--- src/rtl/mrt_pkg.sv ---
package mrt_pkg;
  localparam int NumTmr   = 3;
  localparam int NumCmp   = 3;
  localparam int CntW     = 32;
  localparam int DataW    = 32;
  localparam int AddrW    = 5;
  localparam int CmpTotal = NumTmr * NumCmp;
  localparam int SelW     = $clog2(NumCmp + 1);

  // Word address map, each block follows the previous one
  localparam int AdrClk    = 0;
  localparam int AdrMatch  = AdrClk + 1;
  localparam int AdrCount  = AdrMatch + CmpTotal;
  localparam int AdrPre    = AdrCount + NumTmr;
  localparam int AdrPreCtl = AdrPre + NumTmr;
  localparam int AdrEn     = AdrPreCtl + NumTmr;
  localparam int AdrSnap   = AdrEn + 1;
  localparam int AdrStat   = AdrSnap + NumTmr;

  typedef struct packed {
    logic [NumTmr-1:0]   snapReq;
    logic [CmpTotal-1:0] statClr;
  } strobe_t;

  typedef struct packed {
    logic [NumTmr-1:0]                 fastClk;
    logic [NumTmr-1:0]                 run;
    logic [NumTmr-1:0][SelW-1:0]       reloadSel;
    logic [NumTmr-1:0][CntW-1:0]       preload;
    logic [CmpTotal-1:0][CntW-1:0]     match;
  } cfg_t;
endpackage

--- src/rtl/mrt_counter.sv ---
module mrt_counter
  import mrt_pkg::*;
(
  input  logic                         clk,
  input  logic                         rstN,
  input  logic                         tick,
  input  logic [NumCmp-1:0][CntW-1:0]  match,
  input  logic [CntW-1:0]              preload,
  input  logic [SelW-1:0]              reloadSel,
  input  logic                         snapReq,
  input  logic [NumCmp-1:0]            statClr,
  output logic [CntW-1:0]              count,
  output logic [CntW-1:0]              snap,
  output logic [NumCmp-1:0]            status
);
  logic [NumCmp-1:0] hit;
  logic              reloadHit;
  logic              reqPend;
  logic              stageQ;

  always_comb begin
    reloadHit = 1'b0;
    for (int k = 0; k < NumCmp; k++) begin
      hit[k] = (count == match[k]);
      if (reloadSel == SelW'(k + 1) && hit[k]) reloadHit = 1'b1;
    end
  end

  always_ff @(posedge clk or negedge rstN) begin
    if (!rstN) begin
      count   <= '0;
      snap    <= '0;
      status  <= '0;
      reqPend <= 1'b0;
      stageQ  <= 1'b0;
    end else begin
      if (tick) begin
        count  <= reloadHit ? preload : count + 1'b1;
        stageQ <= reqPend;
        if (stageQ) snap <= count;
      end
      reqPend <= snapReq | (reqPend & ~tick);
      status  <= (status & ~statClr) | ({NumCmp{tick}} & hit);
    end
  end

  assert_hold_R2: assert property (@(posedge clk) disable iff (!rstN)
    !tick |=> $stable(count));

  assert_reload_R3: assert property (@(posedge clk) disable iff (!rstN)
    (tick && reloadSel == SelW'(1) && count == match[0]) |=> count == $past(preload));

  assert_step_R2: assert property (@(posedge clk) disable iff (!rstN)
    (tick && reloadSel == '0) |=> count == $past(count) + 1'b1);

  assert_snap_hold_R7: assert property (@(posedge clk) disable iff (!rstN)
    !tick |=> $stable(snap));

  for (genvar k = 0; k < NumCmp; k++) begin : g_statChk
    assert_sticky_R6: assert property (@(posedge clk) disable iff (!rstN)
      (status[k] && !statClr[k]) |=> status[k]);
    assert_set_R5: assert property (@(posedge clk) disable iff (!rstN)
      (tick && count == match[k]) |=> status[k]);
  end
endmodule

--- src/rtl/mrt_datapath.sv ---
module mrt_datapath
  import mrt_pkg::*;
(
  input  logic                        clk,
  input  logic                        rstN,
  input  logic                        cntTick,
  input  cfg_t                        cfg,
  input  strobe_t                     strb,
  output logic [NumTmr-1:0][CntW-1:0] count,
  output logic [NumTmr-1:0][CntW-1:0] snap,
  output logic [CmpTotal-1:0]         status
);
  logic [NumTmr-1:0] tick;

  for (genvar t = 0; t < NumTmr; t++) begin : g_tmr
    assign tick[t] = cfg.run[t] & (cfg.fastClk[t] | cntTick);

    mrt_counter u_cnt (
      .clk       (clk),
      .rstN      (rstN),
      .tick      (tick[t]),
      .match     (cfg.match[t*NumCmp +: NumCmp]),
      .preload   (cfg.preload[t]),
      .reloadSel (cfg.reloadSel[t]),
      .snapReq   (strb.snapReq[t]),
      .statClr   (strb.statClr[t*NumCmp +: NumCmp]),
      .count     (count[t]),
      .snap      (snap[t]),
      .status    (status[t*NumCmp +: NumCmp])
    );
  end

  assert_idle_R2: assert property (@(posedge clk) disable iff (!rstN)
    !cfg.run[0] |=> $stable(count[0]));
endmodule

--- src/rtl/mrt_ctrl.sv ---
module mrt_ctrl
  import mrt_pkg::*;
(
  input  logic                        clk,
  input  logic                        rstN,
  input  logic                        wrEn,
  input  logic [AddrW-1:0]            addr,
  input  logic [DataW-1:0]            wrData,
  input  logic [NumTmr-1:0][CntW-1:0] count,
  input  logic [NumTmr-1:0][CntW-1:0] snap,
  input  logic [CmpTotal-1:0]         status,
  output cfg_t                        cfg,
  output strobe_t                     strb,
  output logic [DataW-1:0]            rdData
);
  always_ff @(posedge clk or negedge rstN) begin
    if (!rstN) begin
      cfg <= '0;
    end else if (wrEn) begin
      if (addr == AddrW'(AdrClk)) cfg.fastClk <= wrData[NumTmr-1:0];
      if (addr == AddrW'(AdrEn))  cfg.run     <= wrData[NumTmr-1:0];
      for (int i = 0; i < CmpTotal; i++)
        if (addr == AddrW'(AdrMatch + i)) cfg.match[i] <= wrData[CntW-1:0];
      for (int t = 0; t < NumTmr; t++) begin
        if (addr == AddrW'(AdrPre + t))    cfg.preload[t]   <= wrData[CntW-1:0];
        if (addr == AddrW'(AdrPreCtl + t)) cfg.reloadSel[t] <= wrData[SelW-1:0];
      end
    end
  end

  always_comb begin
    for (int t = 0; t < NumTmr; t++)
      strb.snapReq[t] = wrEn && (addr == AddrW'(AdrSnap + t)) && wrData[0];
    strb.statClr = (wrEn && addr == AddrW'(AdrStat)) ? wrData[CmpTotal-1:0] : '0;
  end

  always_comb begin
    rdData = '0;
    if (addr == AddrW'(AdrClk))  rdData = DataW'(cfg.fastClk);
    if (addr == AddrW'(AdrEn))   rdData = DataW'(cfg.run);
    if (addr == AddrW'(AdrStat)) rdData = DataW'(status);
    for (int i = 0; i < CmpTotal; i++)
      if (addr == AddrW'(AdrMatch + i)) rdData = DataW'(cfg.match[i]);
    for (int t = 0; t < NumTmr; t++) begin
      if (addr == AddrW'(AdrCount + t))  rdData = DataW'(count[t]);
      if (addr == AddrW'(AdrPre + t))    rdData = DataW'(cfg.preload[t]);
      if (addr == AddrW'(AdrPreCtl + t)) rdData = DataW'(cfg.reloadSel[t]);
      if (addr == AddrW'(AdrSnap + t))   rdData = DataW'(snap[t]);
    end
  end

  assert_snap_onehot_R7: assert property (@(posedge clk) disable iff (!rstN)
    $onehot0(strb.snapReq));

  assert_clr_only_on_write_R6: assert property (@(posedge clk) disable iff (!rstN)
    !wrEn |-> strb.statClr == '0);
endmodule

--- src/rtl/mrt_top.sv ---
module mrt_top
  import mrt_pkg::*;
(
  input  logic             clk,
  input  logic             rstN,
  input  logic             cntTick,
  input  logic             wrEn,
  input  logic [AddrW-1:0] addr,
  input  logic [DataW-1:0] wrData,
  output logic [DataW-1:0] rdData
);
  cfg_t                        cfg;
  strobe_t                     strb;
  logic [NumTmr-1:0][CntW-1:0] count;
  logic [NumTmr-1:0][CntW-1:0] snap;
  logic [CmpTotal-1:0]         status;

  mrt_ctrl u_ctrl (
    .clk    (clk),
    .rstN   (rstN),
    .wrEn   (wrEn),
    .addr   (addr),
    .wrData (wrData),
    .count  (count),
    .snap   (snap),
    .status (status),
    .cfg    (cfg),
    .strb   (strb),
    .rdData (rdData)
  );

  mrt_datapath u_dp (
    .clk     (clk),
    .rstN    (rstN),
    .cntTick (cntTick),
    .cfg     (cfg),
    .strb    (strb),
    .count   (count),
    .snap    (snap),
    .status  (status)
  );
endmodule

--- config.mk ---
export PLATFORM = sky130hd
export DESIGN_NAME = mrt_top
export DESIGN_NICKNAME = d
export VERILOG_FILES = /design/src/rtl/mrt_pkg.sv /design/src/rtl/mrt_counter.sv /design/src/rtl/mrt_datapath.sv /design/src/rtl/mrt_ctrl.sv /design/src/rtl/mrt_top.sv
export SDC_FILE = /design/constraint.sdc
export NUM_CORES = 1
export LEC_CHECK = 0
export BUFFER_PORTS_ARGS = -buffer_cell sky130_fd_sc_hd__buf_2
export CORE_MARGIN = 3
export CORE_UTILIZATION = 52
export CTS_CLUSTER_SIZE = 40
export DETAILED_ROUTE_END_ITERATION = 10
export GPL_TIMING_DRIVEN = 0
export PLACE_DENSITY = 0.66
export SYNTH_ARGS = -nofsm -noshare
export SYNTH_HDL_FRONTEND = slang
export SYNTH_HIERARCHICAL = 1
export SYNTH_SLANG_ARGS = --single-unit
--- constraint.sdc ---
create_clock -name clk -period 2.9 [get_ports clk]
set_input_delay 0.145 -clock clk [delete_from_list [all_inputs] [get_ports clk]]
set_output_delay 0.145 -clock clk [all_outputs]
set_load 0.1 [all_outputs]
==> Yosys cells after proc, flatten, opt, wreduce, memory -nomap -nowiden <==
Index checks and enable logic that the tools add are counted.
{ "classes": {"add_sub_neg": 3, "multipliers": 0, "n_div": 0, "magnitude_cmp": 0, "n_eq_ne": 41, "shift": 0, "mux": 37, "bitwise_logic": 27, "n_reduce_logical": 37} }
{ "ops": {"columns": ["operator", "n"], "rows": [
  ["$mux W32", 24],
  ["$eq A32 B32 Y1", 9],
  ["$add A32 B1 Y32 const B", 3],
  ["$eq A5 B4 Y1 const B", 8],
  ["$eq A5 B5 Y1 const B", 8],
  ["$reduce_and A2 Y1", 20],
  ["$eq A5 B3 Y1 const B", 4],
  ["$and A3 B3 Y3", 6],
  ["$mux W9", 2],
  ["$logic_and A1 B1 Y1", 16],
  ["$eq A2 B2 Y1 const B", 6],
  ["$eq A5 B2 Y1 const B", 2],
  ["$mux W1", 9],
  ["$not A3 Y3", 3],
  ["$or A3 B3 Y3", 3],
  ["$and A1 B1 Y1", 6],
  ["$eq A2 B1 Y1 const B", 3],
  ["$mux W3", 2],
  ["$or A1 B1 Y1", 6],
  ["$eq A5 B1 Y1 const B", 1],
  ["$logic_not A5 Y1", 1],
  ["$not A1 Y1", 3]
]} }
{ "totals": {"regBits": 603, "latchBits": 0, "mem_bits_rw": 0, "mem_bits_ro": 0, "input_bits": 41, "out_inout_bits": 32, "elab_cells": 177, "n_memories": 0} }

==> Logic depth before layout (Yosys ltp) <==
{ "depth": {"ltp_word": 25, "mapped_depth": 10, "depth_no_buf": 8} }

==> Cells and area by module <==
The synthesis kept the hierarchy.
{ "by_module_without_submodules": {"columns": ["mod", "n_inst", "cells_each", "area_per_inst_um2", "seq_area_each_um2"], "rows": [
  ["mrt_ctrl", 1, 1893, 20971.4, 9909.5],
  ["mrt_counter (u_dp.g_tmr[0].u_cnt ...)", 2, 487, 4759.6, 1726.7],
  ["mrt_counter (u_dp.g_tmr[2].u_cnt)", 1, 484, 4780.8, 1726.7],
  ["mrt_datapath", 1, 3, 22.5, 0.0]
]} }

==> Least setup slack after synthesis <==
No wires, ideal clock.
{ "synth_path": {"kind": "in2out", "from": "input addr[2]", "to": "output rdData[10]", "arrival_time_ns": 3.655, "required_time_ns": 2.755, "setup_slack_ns": -0.900, "path_stages": 9, "n_path_buf": 3, "cell_sequence": "buf_4 > or3b_2 > buf_2 > nor2_1 > buf_2 > nand2_1 > nand2_1 > nor4_1 > o31ai_1"} }
{ "synth_between": {"elab_chain_len": 22, "word_cells_on_any_way": 42, "classes_between": "eq/ne: 21; mux: 21"} }
{ "synth_lines": {"columns": ["item", "line_no", "text"], "rows": [
  ["start: declaration", "mrt_top.sv:8", "input logic [AddrW-1:0] addr,"],
  ["$eq A5 B1 Y1", "mrt_ctrl.sv:43", "if (addr == AddrW'(AdrMatch + i)) rdData = DataW'(cfg.match[i]);"],
  ["$mux W32 (9 in a row)", "mrt_ctrl.sv:43", null],
  ["$mux W32", "mrt_ctrl.sv:45", "if (addr == AddrW'(AdrCount + t)) rdData = DataW'(count[t]);"],
  ["$mux W32", "mrt_ctrl.sv:46", "if (addr == AddrW'(AdrPre + t)) rdData = DataW'(cfg.preload[t]);"],
  ["$mux W32", "mrt_ctrl.sv:47", "if (addr == AddrW'(AdrPreCtl + t)) rdData = DataW'(cfg.reloadSel[t]);"],
  ["$mux W32", "mrt_ctrl.sv:48", "if (addr == AddrW'(AdrSnap + t)) rdData = DataW'(snap[t]);"],
  ["$mux W32", "mrt_ctrl.sv:45", null],
  ["$mux W32", "mrt_ctrl.sv:46", null],
  ["$mux W32", "mrt_ctrl.sv:47", null],
  ["$mux W32", "mrt_ctrl.sv:48", null],
  ["$mux W32", "mrt_ctrl.sv:45", null],
  ["$mux W32", "mrt_ctrl.sv:46", null],
  ["$mux W32", "mrt_ctrl.sv:47", null],
  ["$mux W32 (*)", "mrt_ctrl.sv:48", null],
  ["end: declaration", "mrt_top.sv:10", "output logic [DataW-1:0] rdData"]
]} }
Mark *: on every way between the ends. The rest lies on a longest branch, timed or not.

==> Worst setup path after layout <==
{ "layout_path": {"from": "register u_dp.g_tmr[1].u_cnt.count[1]", "to": "register u_dp.g_tmr[1].u_cnt.count[21]"} }
{ "layout_between": {"elab_chain_len": 6, "word_cells_on_any_way": 11, "classes_between": "add/sub: 1; eq/ne: 3; mux: 4; reduce/logical: 3"} }
{ "layout_lines": {"columns": ["item", "line_no", "text"], "rows": [
  ["start: declaration", "mrt_counter.sv:12", "output logic [CntW-1:0] count,"],
  ["start signal: assignment", "mrt_counter.sv:38", "count <= reloadHit ? preload : count + 1'b1;"],
  ["parallel branches: the longest is 5 deep, another holds $add A32 B1 Y32", null, null],
  ["$mux W32 (*)", "mrt_counter.sv:38", null]
]} }
Every way passes the cells marked *.
A chain may end at the register's enable or synchronous reset.

==> flow_summary_export.csv <==
group,metric,value,unit
synth,synth_area,35290,um^2
finish,drive_gt1_frac,0.3419,
drt,drt_wl_total,184400,um
sta,relSlewSlack,0.1833,
cts,cts_tree,"built",
setup_path,crit_fanout,7,
drt,drtAntennaViolNets,0,
synth,syn_inst,3354,
job,cap_violations,0,
cts,cts-root-buf,"clkbuf_16",
finish,fin_area,42440,um^2
global_routing,grt_pass1_vias,31770,
drt,dr_wl_met2,73430,um
sta,period_minus_slack,3038,ps
drt,viasPerCell,7.331,
setup_path,ff2ff_path_depth,10,
hold_path,worstHoldPathType,"in -> async",
setup_path,endpoint_kind,"flip-flop",
power,powerDensity,691.4,nW/um^2
synth,yosysTopAreaCell,"dfrtp_1",
setup_path,crit_path_start_kind,"flip-flop",
cts,cts_made_buffers,71,
sta,fin_crit_sh,1.048,
synth,synth.area.top_cells,"dfrtp_1 43%, mux2_2 15%, xnor2_1 4.0%",
power,ir_worst_vdd,0.5771,mV
synth,synthArstFlopShare,1.000,
synth,ys_seq_area_frac,0.4275,
synth,synth_top_area_frac,0.4275,
drt,drt_iter0_markers,5459,
synth,synth_cell_type_count,82,
synth,yosysMostFrequentCell,"dfrtp_1",
synth,synth_edf_count,0,
drt,wl_met3,26930,um
cts,htreeDepth,3,
setup_path,arrival,3510,ps
sta,fmax,0.3292,GHz
global_routing,grt_usage,0.5059,
global_routing,grt_pass1_wl,247800,um
synth,synth-seq-cells,603,
cts,clk_path_buf_depth,3,
setup_path,r2r_slack,-140,ps
placement,port_buffers,70,
drt,route.detailed.drc,0,
drt,wirelength_met1,63550,um
cts,cts.sinks,603,
floorplanning,start_util,0.5311,
setup_path,startpoint,"u_dp/g_tmr[1].u_cnt/count[1]$_DFFE_PN0P_",
global_routing,grt_max_degree,125,
outcome,status,"finished with violations",
finish,syn_to_final_growth,20.26,%
sta,finalWorstSetupSlack,-137.8,ps
placement,dp_hpwl,141400,um
floorplanning,die_area,71040,um^2
floorplanning,die_w,266.5,um
drt,routed.top_layer,"met5",
synth,yosys_warnings,6,
global_routing,grt_overflow_total,0,
floorplanning,ioPinCount,73,
global_routing,antenna_found_initial,7,
synth,syn_nets,3398,
synth,synth_ff_type,"dfrtp_1",
floorplanning,die_h,266.5,um
drt,dr_total_vias,33140,
outcome,violations,"setup timing",
setup_path,rr_startpoint,"u_dp/g_tmr[1].u_cnt/count[1]$_DFFE_PN0P_",
finish,fillers,5245,
power,power_leakage,18.84,nW
synth,avgSynthCellArea,10.52,um^2
drt,dr.pass1.iters,10,
sta,setup_viol,94,
sta,final_hold_viol_count,0,
drt,wl_per_cell,40.80,um
setup_path,cp.required,3370,ps
sta,tightest_slew,1225,ps
sta,hold-worst-slack,9.382,ps
cts,clk_pin_slew,60,ps
finish,nets,3641,
floorplanning,std_cell_rows,94,
sta,finalClockSkew,30.35,ps
synth,ys_top_cells_by_count,"603 x dfrtp_1, 482 x mux2_2, 199 x nand2_1",
sta,final_max_slew_viol_count,0,
power,total_power,29.34,mW
sta,rsz0062_at_grt,"yes",
floorplanning,core-area,66450,um^2
placement,gp_congestion,1.166,
placement,dpl_cell_area,36940,um^2
cts,clk_latency,650,ps
setup_path,critPathKind,"reg -> reg",
setup_path,rr_endpoint,"u_dp/g_tmr[1].u_cnt/count[21]$_DFFE_PN0P_",
## state kept, by name (all words and copies together), names as in the netlist
signal                    count
u_ctrl/cfg                  396
u_dp/g_tmr.u_cnt/reqPend      3
u_dp/g_tmr.u_cnt/stageQ       3
u_dp/g_tmr.u_cnt/snap        96
u_dp/g_tmr.u_cnt/count       96
u_dp/g_tmr.u_cnt/status       9
## where the power goes
group	leakage [nW]	switching (mW)	internal (mW)	total (mW)
combinational	9.86	5.06	3.01	8.07
sequential	7.78	1.85	9.80	11.7
clock	1.20	3.98	5.64	9.62
total	18.8	10.9	18.5	29.3
## area by class of cell
type,instances,area [um^2],area share
well taps,864,1081,0.02547
repair buffers,173,1573,0.03705
multi-input cells,2369,19820,0.4670
clock inverters,31,439.2,0.01035
clock buffers,98,1988,0.04684
flip-flops and latches,603,15100,0.3557
plain buffers,339,2288,0.05392
inverters,40,150.1,0.003537
diodes,3,7.507,0.0001769
## stage by stage
stage | cells | setup TNS, ps | utilization | setup slack [ps]
5_1_grt | 4517 | -2791 | 0.6386 | -141.7
3_5_place_dp | 4293 | -91040 | 0.5559 | -1095
6_report | 4520 | -4794 | 0.6387 | -137.8
3_3_place_gp | 4288 | -6654420 | 0.5537 | -11050
4_1_cts | 4483 | -340.6 | 0.6166 | -90.21
2_1_floorplan | 3354 | -32.63 | - | -32.63
## how the worst max path moves through the flow
stage | cells past startpoint | slack [ps] | to
floorplan | 9 | -30 | rdData[10]
global placement | 1 | -11050 | u_ctrl/cfg[51]$_DFFE_PN0P_
detailed placement | 10 | -1100 | u_dp/g_tmr[1].u_cnt/count[17]$_DFFE_PN0P_
CTS | 10 | -90 | rdData[0]
global route | 10 | -140 | u_dp/g_tmr[1].u_cnt/count[5]$_DFFE_PN0P_
finish | 10 | -140 | u_dp/g_tmr[1].u_cnt/count[21]$_DFFE_PN0P_
## kinds of logic after synthesis
logic type,after synthesis,synth area share
mux,589,0.1847
simple gates,693,0.1047
flops,603,0.4275
fa+ha+maj,3,0.001064
xor+xnor,288,0.07147
buf+inv,383,0.05842
compound gates,795,0.1520
## critical path, cell delays in order (launching register included)
cell and delay [ps]:
dfrtp_1 440, buf_2 360, xor2_1 430, nor4_1 100, nand4_1 160, nand4bb_2 180, buf_4 260, and3_4 390
buf_12 200, mux2i_2 240, a2bb2oi_2 90
## per-layer routing
metal / GRT usage / up-vias
li1: - / 12820
met5: 0 / -
met4: 0.4247 / 4
met2: 0.6977 / 2939
met1: 0.6232 / 16540
met3: 0.1940 / 833
## repair_timing
| action | CTS | global route |
|---|---|---|
| setup buffers | 30 | 29 |
| hold buffers | 33 | 0 |
| gates cloned | 0 | 7 |
| endpoints found under the hold margin | 157 | 0 |
| gates resized for setup | 242 | 258 |
| endpoints found under the setup margin | 129 | 240 |
| pin swaps | 41 | 61 |
## cell usage in the layout, fill, tap and decap left out, types with 82 or more instances in the layout
master / count
nand3_1: 107
nand2_1: 193
buf_4: 110
o21ai_0: 183
mux2_2: 482
dfrtp_1: 597
buf_2: 119
clkbuf_1: 94
nand4_1: 89
nor2_1: 82
a21oi_1: 145
xnor2_1: 124
xor2_1: 110
Power figures use the tool's default switching activity.
